File: src/rtl/i2c_tgt_pkg.sv
package i2c_tgt_pkg;

  localparam int DATA_BITS = 8;

  // Strobes from control to datapath
  typedef struct packed {
    logic shiftEn;
    logic loadPtr;
    logic writeByte;
  } dpStrobe_t;

  // Bus events decoded in the datapath
  typedef struct packed {
    logic sclRise;
    logic sclFall;
    logic startSeen;
    logic stopSeen;
  } busEvent_t;

  typedef enum logic [2:0] {
    PH_IDLE,
    PH_ADDR,
    PH_CMD,
    PH_DATA,
    PH_SKIP
  } phase_t;

endpackage

File: src/rtl/i2c_tgt_dp.sv
module i2c_tgt_dp
  import i2c_tgt_pkg::*;
#(
  parameter int PTR_W       = 8,
  parameter int SYNC_STAGES = 2
) (
  input  logic              clk,
  input  logic              rstN,
  input  logic              sclIn,
  input  logic              sdaIn,
  input  dpStrobe_t         stb,
  output busEvent_t         evt,
  output logic [7:0]        rxByte,
  output logic              wrEn,
  output logic [PTR_W-1:0]  wrAddr,
  output logic [7:0]        wrData
);

  localparam int TOP = SYNC_STAGES - 1;

  logic [SYNC_STAGES-1:0] sclPipe, sdaPipe;
  logic sclPrev, sdaPrev;
  logic sclNow, sdaNow;
  logic [PTR_W-1:0] regPtr;

  // Two-flop (or deeper) synchroniser, idle-high reset
  always_ff @(posedge clk or negedge rstN) begin
    if (!rstN) begin
      sclPipe <= '1;
      sdaPipe <= '1;
      sclPrev <= 1'b1;
      sdaPrev <= 1'b1;
    end else begin
      sclPipe <= {sclPipe[TOP-1:0], sclIn};
      sdaPipe <= {sdaPipe[TOP-1:0], sdaIn};
      sclPrev <= sclPipe[TOP];
      sdaPrev <= sdaPipe[TOP];
    end
  end

  assign sclNow = sclPipe[TOP];
  assign sdaNow = sdaPipe[TOP];

  always_comb begin
    evt.sclRise   = sclNow & ~sclPrev;
    evt.sclFall   = ~sclNow & sclPrev;
    evt.startSeen = sclNow & sclPrev & sdaPrev & ~sdaNow;
    evt.stopSeen  = sclNow & sclPrev & ~sdaPrev & sdaNow;
  end

  // Shift register, MSB first
  always_ff @(posedge clk or negedge rstN) begin
    if (!rstN) begin
      rxByte <= '0;
    end else if (stb.shiftEn) begin
      rxByte <= {rxByte[6:0], sdaNow};
    end
  end

  // Pointer and write port
  always_ff @(posedge clk or negedge rstN) begin
    if (!rstN) begin
      regPtr <= '0;
      wrEn   <= 1'b0;
      wrAddr <= '0;
      wrData <= '0;
    end else begin
      wrEn <= stb.writeByte;
      if (stb.loadPtr) begin
        regPtr <= rxByte[PTR_W-1:0];
      end else if (stb.writeByte) begin
        wrAddr <= regPtr;
        wrData <= rxByte;
        regPtr <= regPtr + 1'b1;
      end
    end
  end

endmodule

File: src/rtl/i2c_tgt_ctrl.sv
module i2c_tgt_ctrl
  import i2c_tgt_pkg::*;
#(
  parameter logic [6:0] DEV_ADDR = 7'b1100100
) (
  input  logic       clk,
  input  logic       rstN,
  input  busEvent_t  evt,
  input  logic [7:0] rxByte,
  output dpStrobe_t  stb,
  output logic       sdaDriveLow
);

  localparam logic [3:0] LAST_BIT = 4'(DATA_BITS);

  phase_t     phase;
  logic [3:0] bitCnt;
  logic       inAck;
  logic       active;
  logic       byteDone;
  logic       addrHit;
  logic       wantAck;
  phase_t     nextPhase;

  always_comb begin
    active   = (phase == PH_ADDR) || (phase == PH_CMD) || (phase == PH_DATA);
    addrHit  = (rxByte[7:1] == DEV_ADDR) && !rxByte[0];
    wantAck  = (phase == PH_ADDR) ? addrHit : 1'b1;
    byteDone = active && !inAck && evt.sclFall && (bitCnt == LAST_BIT);

    stb.shiftEn   = active && !inAck && evt.sclRise && (bitCnt < LAST_BIT);
    stb.loadPtr   = byteDone && (phase == PH_CMD);
    stb.writeByte = byteDone && (phase == PH_DATA);

    unique case (phase)
      PH_ADDR: nextPhase = PH_CMD;
      PH_CMD:  nextPhase = PH_DATA;
      default: nextPhase = phase;
    endcase
  end

  always_ff @(posedge clk or negedge rstN) begin
    if (!rstN) begin
      phase       <= PH_IDLE;
      bitCnt      <= '0;
      inAck       <= 1'b0;
      sdaDriveLow <= 1'b0;
    end else if (evt.startSeen) begin
      phase       <= PH_ADDR;
      bitCnt      <= '0;
      inAck       <= 1'b0;
      sdaDriveLow <= 1'b0;
    end else if (evt.stopSeen) begin
      phase       <= PH_IDLE;
      bitCnt      <= '0;
      inAck       <= 1'b0;
      sdaDriveLow <= 1'b0;
    end else if (active) begin
      if (stb.shiftEn) begin
        bitCnt <= bitCnt + 1'b1;
      end
      if (byteDone) begin
        if (wantAck) begin
          inAck       <= 1'b1;
          sdaDriveLow <= 1'b1;
        end else begin
          phase <= PH_SKIP;
        end
      end else if (inAck && evt.sclFall) begin
        inAck       <= 1'b0;
        sdaDriveLow <= 1'b0;
        bitCnt      <= '0;
        phase       <= nextPhase;
      end
    end
  end

endmodule

File: src/rtl/i2c_reg_target.sv
module i2c_reg_target
  import i2c_tgt_pkg::*;
#(
  parameter logic [6:0] DEV_ADDR    = 7'b1100100,
  parameter int         PTR_W       = 8,
  parameter int         SYNC_STAGES = 2
) (
  input  logic             clk,
  input  logic             rstN,
  input  logic             sclIn,
  input  logic             sdaIn,
  output logic             sdaDriveLow,
  output logic             wrEn,
  output logic [PTR_W-1:0] wrAddr,
  output logic [7:0]       wrData
);

  dpStrobe_t  stb;
  busEvent_t  evt;
  logic [7:0] rxByte;

  i2c_tgt_dp #(
    .PTR_W(PTR_W),
    .SYNC_STAGES(SYNC_STAGES)
  ) u_dp (
    .clk(clk),
    .rstN(rstN),
    .sclIn(sclIn),
    .sdaIn(sdaIn),
    .stb(stb),
    .evt(evt),
    .rxByte(rxByte),
    .wrEn(wrEn),
    .wrAddr(wrAddr),
    .wrData(wrData)
  );

  i2c_tgt_ctrl #(
    .DEV_ADDR(DEV_ADDR)
  ) u_ctrl (
    .clk(clk),
    .rstN(rstN),
    .evt(evt),
    .rxByte(rxByte),
    .stb(stb),
    .sdaDriveLow(sdaDriveLow)
  );

endmodule

File: config.mk
export PLATFORM = sky130hd
export DESIGN_NAME = i2c_reg_target
export DESIGN_NICKNAME = d
export VERILOG_FILES = /design/src/rtl/i2c_tgt_pkg.sv /design/src/rtl/i2c_tgt_dp.sv /design/src/rtl/i2c_tgt_ctrl.sv /design/src/rtl/i2c_reg_target.sv
export SDC_FILE = /design/constraint.sdc
export NUM_CORES = 1
export LEC_CHECK = 0
export CAP_MARGIN = 20
export CORE_ASPECT_RATIO = 0.9
export CORE_UTILIZATION = 55
export CTS_CLUSTER_DIAMETER = 120
export DETAILED_ROUTE_END_ITERATION = 10
export GPL_ROUTABILITY_DRIVEN = 0
export HOLD_SLACK_MARGIN = 0.15
export PLACE_DENSITY = 0.77
export SLEW_MARGIN = 15
export SYNTH_ARGS = -nofsm -noshare
export SYNTH_HDL_FRONTEND = slang
export SYNTH_SLANG_ARGS = --single-unit
File: constraint.sdc
create_clock -name clk -period 2.78 [get_ports clk]
set_clock_uncertainty 0.1 [all_clocks]
set_input_delay 0.278 -clock clk [delete_from_list [all_inputs] [get_ports clk]]
set_output_delay 0.278 -clock clk [all_outputs]
set_load 0.03 [all_outputs]
# After elaboration in Yosys (flattened, before gate mapping)
# Cells that the tools add are included.
# classes
add_sub_neg,2
n_lt_le_gt_ge,1
n_eq_ne,7
muxes,22
bitwise,12
reduce_logical,20
# op_table
operator,n
$mux 4,6
$mux 3,6
$mux 8,2
$logic_and 1x1->1,9
$add 8x1->8 const B,1
$ne 4x4->1 const B,2
$and 1x1->1,7
$eq 7x7->1 const B,1
$mux 1,7
$eq 3x2->1 const B,2
$pmux 3 s2,1
$not 1->1,5
$reduce_bool 5->1,1
$add 4x1->4 const B,1
$eq 4x4->1 const B,1
$lt 4x4->1 const B,1
$reduce_and 4->1,1
$reduce_bool 4->1,1
$eq 3x1->1 const B,1
$reduce_and 3->1,1
$reduce_bool 3->1,1
$logic_not 1->1,2
$logic_or 1x1->1,2
$reduce_and 2->1,1
$reduce_bool 2->1,1
# word_totals
ff_bits,47
in_bits,4
out_inout_bits,18
word_cells,76

# Longest topological paths before layout
# Gate-level depths: netlist (run 1).
# logic_depth
word_depth,12
ltp_mapped,6
depth_no_buf,6

# Cells and area by module
# Synthesis (run 1) repeated with hierarchy kept, for this count alone.
# unflattened
hier_cells,166
area_unflattened_um2,2068.2
# modules_own_cells
mod,n_inst,cells_each,area_each_um2,seq_area_each_um2
i2c_tgt_dp,1,110,1541.5,983.4
i2c_tgt_ctrl,1,56,526.8,200.2

# Worst setup path after synthesis (run 1)
# Ideal clock, no wire load.
# synth_timing
path_type,register to register
startpoint,reg u_ctrl.inAck
endpoint,reg u_dp.rxByte[2]
setup_ps,125
t_arrival_ps,1840
setup_slack_ps,715
path_stages_with_launch,4
synth_period_minus_slack_ps,2065
cell_sequence,dfrtp_1 > or4b_4 > nor3_4 > mux2_2
# synth_via
elab_chain_cells,4
# synth_rtl
item,line_no,text
from (decl),i2c_tgt_ctrl.sv:18,logic inAck;
from (signal assigned),i2c_tgt_ctrl.sv:46,inAck <= 1'b0;
from (signal assigned),i2c_tgt_ctrl.sv:51,inAck <= 1'b0;
from (signal assigned),i2c_tgt_ctrl.sv:56,inAck <= 1'b0;
$logic_not 1->1,i2c_tgt_ctrl.sv:31,stb.shiftEn = active && !inAck && evt.sclRise && (bitCnt < LAST_BIT);
$logic_and 1x1->1 (3 in a row),i2c_tgt_ctrl.sv:31,
to (signal assigned),i2c_tgt_dp.sv:56,"rxByte <= {rxByte[6:0], sdaNow};"
to (decl),i2c_tgt_dp.sv:13,"output logic [7:0] rxByte,"
# Every way passes these cells.
# A chain may end at the register's enable or synchronous reset.

# Worst setup path in the final report (run 1)
# layout_timing
startpoint,reg u_dp.sclPrev
endpoint,reg u_dp.wrData[7]
# layout_via
elab_chain_cells,6
elab_cells_between_ends,7
classes_between,2 x bitwise; 5 x reduce/logical
# layout_rtl
item,line_no,text
from (decl),i2c_tgt_dp.sv:22,"logic sclPrev, sdaPrev;"
from (signal assigned),i2c_tgt_dp.sv:36,sclPrev <= sclPipe[TOP];
$and 1x1->1 (*),i2c_tgt_dp.sv:46,evt.sclFall = ~sclNow & sclPrev;
$logic_and 1x1->1 (*) (2 in a row),i2c_tgt_ctrl.sv:29,byteDone = active && !inAck && evt.sclFall && (bitCnt == LAST_BIT);
$logic_and 1x1->1,i2c_tgt_ctrl.sv:32,stb.loadPtr = byteDone && (phase == PH_CMD);
$not 1->1 (no line),-,
$reduce_and 2->1 (no line) (*),-,
to (signal assigned),i2c_tgt_dp.sv:73,wrData <= rxByte;
to (decl),i2c_tgt_dp.sv:16,output logic [7:0] wrData
# Every way passes the cells marked *; elsewhere a longest branch is shown, timed or not.

==> flow_summary.toml, run 1 <==
[die]
die_y_um = 60.2
ios = 22
start_util = 0.596
die_width_um = 66.7
core_area_um2 = 3480
die-area_um2 = 4020
rows = 20

[job]
drv_cap = 0

[yosys]
synth-seq-cells = 47
syn_area_per_cell_um2 = 12.6
syn_nets = 172
syn_area_um2 = 2070
async_flop_share = 1.00
yosysTopAreaCell = "dfrtp_1"
synth_cells = 165
yosysMostFrequentCell = "dfrtp_1"
yosysSeqAreaShare = 0.571
synth_edf_count = 0
netlist_top_cells_area = "dfrtp_1, mux2_2, dfstp_2, nor2_1, a21oi_1"
synth_cell_types = 44
synth_top_area_frac = 0.495
synth_ff_type = "dfrtp_1"
yosys-top-cells-count = "dfrtp_1, mux2_2, nor2_1, a21oi_1, o21ai_0"
ys.warnings.count = 0

[clock_network]
root_buffer = "clkbuf_8"
clock_path_buffers = 2
path_clk_slew_ps = 80
cts_resized = 0
tritoncts = "built"
htreeDepth = 2
clkSinkCount = 47
clock_latency_ps = 300
cts_inserted_buffers = 5

[setup_path]
crit_arrival_ps = 2270
cpMaxStageDelayCell = "dfstp_2"
crit_fanout = 17
crit_chain = "nor3b_2 > nand4_2 > mux2_2"
path_class = "register to register"
cp_top_family = "simple AND/OR/NAND/NOR gates"
start_kind = "register"
end_kind = "register"
slowest_delay_ps = 550
required_ps = 2860
path_buf_inv = 0

[detailed_routing]
post_drt_wl_per_cell_um = 16.1
dr.pass1.iters = 4
num_vias = 1409
wirelength_mm = 3.82
vias_per_cell = 5.95
drtAntennaViolNets = 0
drt_iter0_drc = 102
drc = 0

[global_routing]
grt_overflow = 0
grt_use_total = 0.218
grt_antenna_before_repair = 0
grt_pass1_vias = 1369
grt_max_degree = 48
grt_pass1_wl_mm = 6.28

[sta]
grt_setup_unrepaired = "false"
worstMarginPinSlew_ps = 590
max_freq_mhz = 458
period_needed_ps = 2180
final_max_slew_viol_count = 0
setup_tns_ps = 0
fin_crit_sh = 0.786
relSlewSlack = 0.606
hold_viol = 0
setup_viol = 0
finalHoldWorstSlack_ps = 258

[layout]
regArea_um2 = 1180
post-route-cell-area_um2 = 2430
multi_input_area_um2 = 853
drive_above_1_share = 0.238
fin_nets = 199
nFillCells = 238
stdcell_count = 237
antennaDiodeCount = 0
areaGrowthSynthToFinish_pct = 17.5

[placement]
place_inst = 227
place.port_buffers = 21
hpwl_mm = 2.67
placed_area_um2 = 2320

[pwr]
power.density_nw_per_um2 = 589
irDropWorstVdd_uv = 356
p_leak_uw = 0.00109

[worst_hold_path]
min_path_type = "register to register"

[run_status]
outcome = "finished, final reports clean"
## final timing paths
path	from	end	slack [ps]	cells past startpoint
max	u_dp.sclPrev	u_dp.wrData[7]	600	3
max in group asynchronous	rstN	u_dp.sclPrev	1700	3
min reg2reg	u_dp.sclPipe[0]	u_dp.sclPipe[1]	260	0
min in group asynchronous	rstN	u_dp.wrAddr[5]	320	2
min	u_dp.sclPipe[0]	u_dp.sclPipe[1]	260	0
max reg2reg	u_dp.sclPrev	u_dp.wrData[7]	600	3
## where the power goes
| group | switching (uW) | internal (uW) |
|---|---|---|
| Clock | 216 | 176 |
| Sequential | 108 | 760 |
| Combinational | 78.9 | 96.4 |
## cells in the final DEF, fill, tap and decap left out, types with 2 or more instances in the layout
cell type        count
o21ai_0              7
ha_1                 3
mux2_1               2
xnor2_1              3
o21bai_1             2
o22a_1               2
mux2_2              22
inv_1                6
clkdlybuf4s50_1     20
nor4b_1              2
and3_1               2
dfrtp_1             41
nand2_1              5
nand3_1              4
a21oi_1              8
clkbuf_8             5
nand4_1              3
o22ai_1              5
nor2_1              11
dfstp_2              6
mux2i_1              2
nor3_1               4
## registers in the layout, indices dropped and copies added, names as in the netlist, 2 cells and up
name	count
u_dp.wrAddr	8
u_dp.rxByte	8
u_dp.sclPipe	2
u_ctrl.phase	3
u_dp.wrData	8
u_dp.regPtr	8
u_ctrl.bitCnt	4
u_dp.sdaPipe	2
## area by class of cell
| class | instances | area share |
|---|---|---|
| inverter | 6 | 0.00925 |
| multi-input combinational | 109 | 0.350 |
| sequential | 47 | 0.486 |
| timing repair buffer | 23 | 0.0966 |
| tap | 44 | 0.0226 |
| clock inverter | 2 | 0.00514 |
| clock buffer | 6 | 0.0298 |
## logic make-up after synthesis
group                    share of synthesized area
AO/OA/AOI/OAI                                0.100
XOR/XNOR                                    0.0127
adder cells (fa/ha/maj)                     0.0181
buffers and inverters                       0.0169
flip-flops                                   0.571
multiplexers                                 0.140
AND/OR/NAND/NOR                              0.141
## through the flow
step                setup WS (ps)  power [uW]  utilization
finish                        596        1430        0.700
detailed placement            600        1050        0.667
global route                  496        1510        0.700
CTS                           579        1440        0.694
floorplan                     715         971            -
global placement              700        1030        0.667
## per-layer routing
layer	global-route usage	share of wire	vias to the layer above
li1	-	-	668
met1	0.275	0.47	691
met2	0.348	0.47	43
met3	0.0592	0.043	7
met4	0.109	0.016	0
met5	0	0	-
## repair_timing
item,in CTS,in global routing
hold buffers,1,0
hold endpoints to repair,41,0
endpoints found under the setup margin,0,0
setup buffers,0,0
Power figures use the tool's default switching activity.
==> run 2, diff against run 1 <==
==> constraint.sdc (replaced) <==
create_clock -name clk -period 2.2 [get_ports clk]
set_clock_uncertainty 0.1 [all_clocks]
set_input_delay 0.22 -clock clk [delete_from_list [all_inputs] [get_ports clk]]
set_output_delay 0.22 -clock clk [all_outputs]
set_load 0.03 [all_outputs]
==> run 2 against run 1 <==
  * Clock power rose by 31%
  * Routed wire length up 0.18%
  * Total power up 27%
  * Maximum frequency is 6.4% higher
  * Core utilization up 0.86 points
  * Worst hold slack got worse by 43 ps
  * Critical path type unchanged
==> flow_summary.toml, run 2 (synthesized netlist as in run 1, its figures left out) <==
[setup_path]
crit_chain = "or4b_4 > nor3_4 > mux2_2"
cpMaxStageDelayCell = "dfstp_2"
crit_fanout = 10
slowest_delay_ps = 570
required_ps = 2300
crit_arrival_ps = 2150
start_kind = "register"
end_kind = "register"
path_class = "register to register"

[sta]
grt_setup_unrepaired = "false"
final_max_slew_viol_count = 0
hold_viol = 0
period_needed_ps = 2050
setup_viol = 0
setup_tns_ps = 0
fin_crit_sh = 0.933
relSlewSlack = 0.641
finalHoldWorstSlack_ps = 215
worstMarginPinSlew_ps = 539
max_freq_mhz = 487

[clock_network]
path_clk_slew_ps = 80
cts_resized = 0
cts_inserted_buffers = 5
htreeDepth = 2
clock_path_buffers = 2
root_buffer = "clkbuf_8"
clkSinkCount = 47
clock_latency_ps = 300
tritoncts = "built"
post_cts_buffers = 0
hold_buffers = 1

[layout]
areaGrowthSynthToFinish_pct = 19.0
final_util = 0.709
regArea_um2 = 1180
stdcell_count = 241
nFillCells = 248
fin_nets = 203
antennaDiodeCount = 0
mostFrequentLayoutCells = "dfrtp_1, mux2_2, clkdlybuf4s50_1"
drive_above_1_share = 0.254
layout_commonest_cell = "dfrtp_1"
multi_input_area_um2 = 853

[pwr]
irDropWorstVdd_uv = 507
power.density_nw_per_um2 = 741
p_leak_uw = 0.00111
totalPowerFinal_uw = 1830

[placement]
hpwl_mm = 2.69
place_inst = 232
place.port_buffers = 21

[detailed_routing]
dr.pass1.iters = 4
drc = 0
wirelength_mm = 3.83
post_drt_wl_per_cell_um = 15.9
num_vias = 1439
vias_per_cell = 5.97
drtAntennaViolNets = 0
drt_iter0_drc = 120

[global_routing]
grt_overflow = 0
grt_max_degree = 26
grt_pass1_vias = 1452
grt_antenna_before_repair = 0
grt_use_total = 0.227
grt_pass1_wl_mm = 6.53

[worst_hold_path]
min_path_type = "primary input to register"

[run_status]
outcome = "finished, final reports clean"

[die]
core_area_um2 = 3480
die_width_um = 66.7
die_y_um = 60.2
die-area_um2 = 4020
start_util = 0.596
ios = 22
rows = 20

[job]
drv_cap = 0
## run 2: changes by cell type in the layout (fill, tap and decap cells not counted)
cell	before	now
buf_4	0	4
## run 2: area by class of cell
| cell class | instances | area share |
|---|---|---|
| tap | 44 | 0.0223 |
| clock inverter | 2 | 0.00508 |
| inverter | 6 | 0.00914 |
| clock buffer | 6 | 0.0294 |
| sequential | 47 | 0.480 |
| multi-input combinational | 109 | 0.346 |
| timing repair buffer | 27 | 0.108 |
## run 2: worst max-delay path: cells and delay by family (launching register included)
| kind | cells | cell delay [ps] |
|---|---|---|
| DFF | 1 | 570 |
| muxes | 1 | 390 |
| and+or+nand+nor | 2 | 890 |
## run 2: final timing paths
check	startpoint	end	slack, ps	cells past startpoint
worst max-delay path	u_dp.sclPipe[1]	u_dp.rxByte[7]	150	3
worst min-delay path	sclIn	u_dp.sclPipe[0]	220	1
worst max register to register	u_dp.sclPipe[1]	u_dp.rxByte[7]	150	3
worst min register to register	u_dp.sdaPipe[0]	u_dp.sdaPipe[1]	260	0
max in group asynchronous	rstN	u_dp.sclPrev	1060	3
min in group asynchronous	rstN	u_dp.regPtr[6]	330	2
## run 2: per-layer routing
metal | vias to the layer above | wire length (um) | GRT usage
met5 | - | 0 | 0
met4 | 0 | 110 | 0.167
met3 | 12 | 183 | 0.0496
met2 | 47 | 1750 | 0.332
met1 | 702 | 1790 | 0.297
li1 | 678 | - | -
## run 2: per-stage QoR
| stage | instance area (um^2) | setup slack [ps] |
|---|---|---|
| 2_1_floorplan | 2070 | 135 |
| 3_3_place_gp | 2370 | 174 |
| 3_5_place_dp | 2370 | 145 |
| 4_1_cts | 2460 | 118 |
| 5_1_grt | 2460 | 45.6 |
| 6_report | 2460 | 148 |
## run 2: power breakdown
group          internal [uW]  total, uW  switching (uW)
clock network            222        511             289
registers                960       1090             130
logic                    125        225             101
==> run 3, diff against run 2 <==
--- a/config.mk
+++ b/config.mk
@@ -10,7 +10,6 @@
 export CORE_UTILIZATION = 55
 export CTS_CLUSTER_DIAMETER = 120
 export DETAILED_ROUTE_END_ITERATION = 10
-export GPL_ROUTABILITY_DRIVEN = 0
 export HOLD_SLACK_MARGIN = 0.15
 export PLACE_DENSITY = 0.77
 export SLEW_MARGIN = 15
==> results of run 3 <==
Final layout, timing and power as in run 2 (identical DEF).
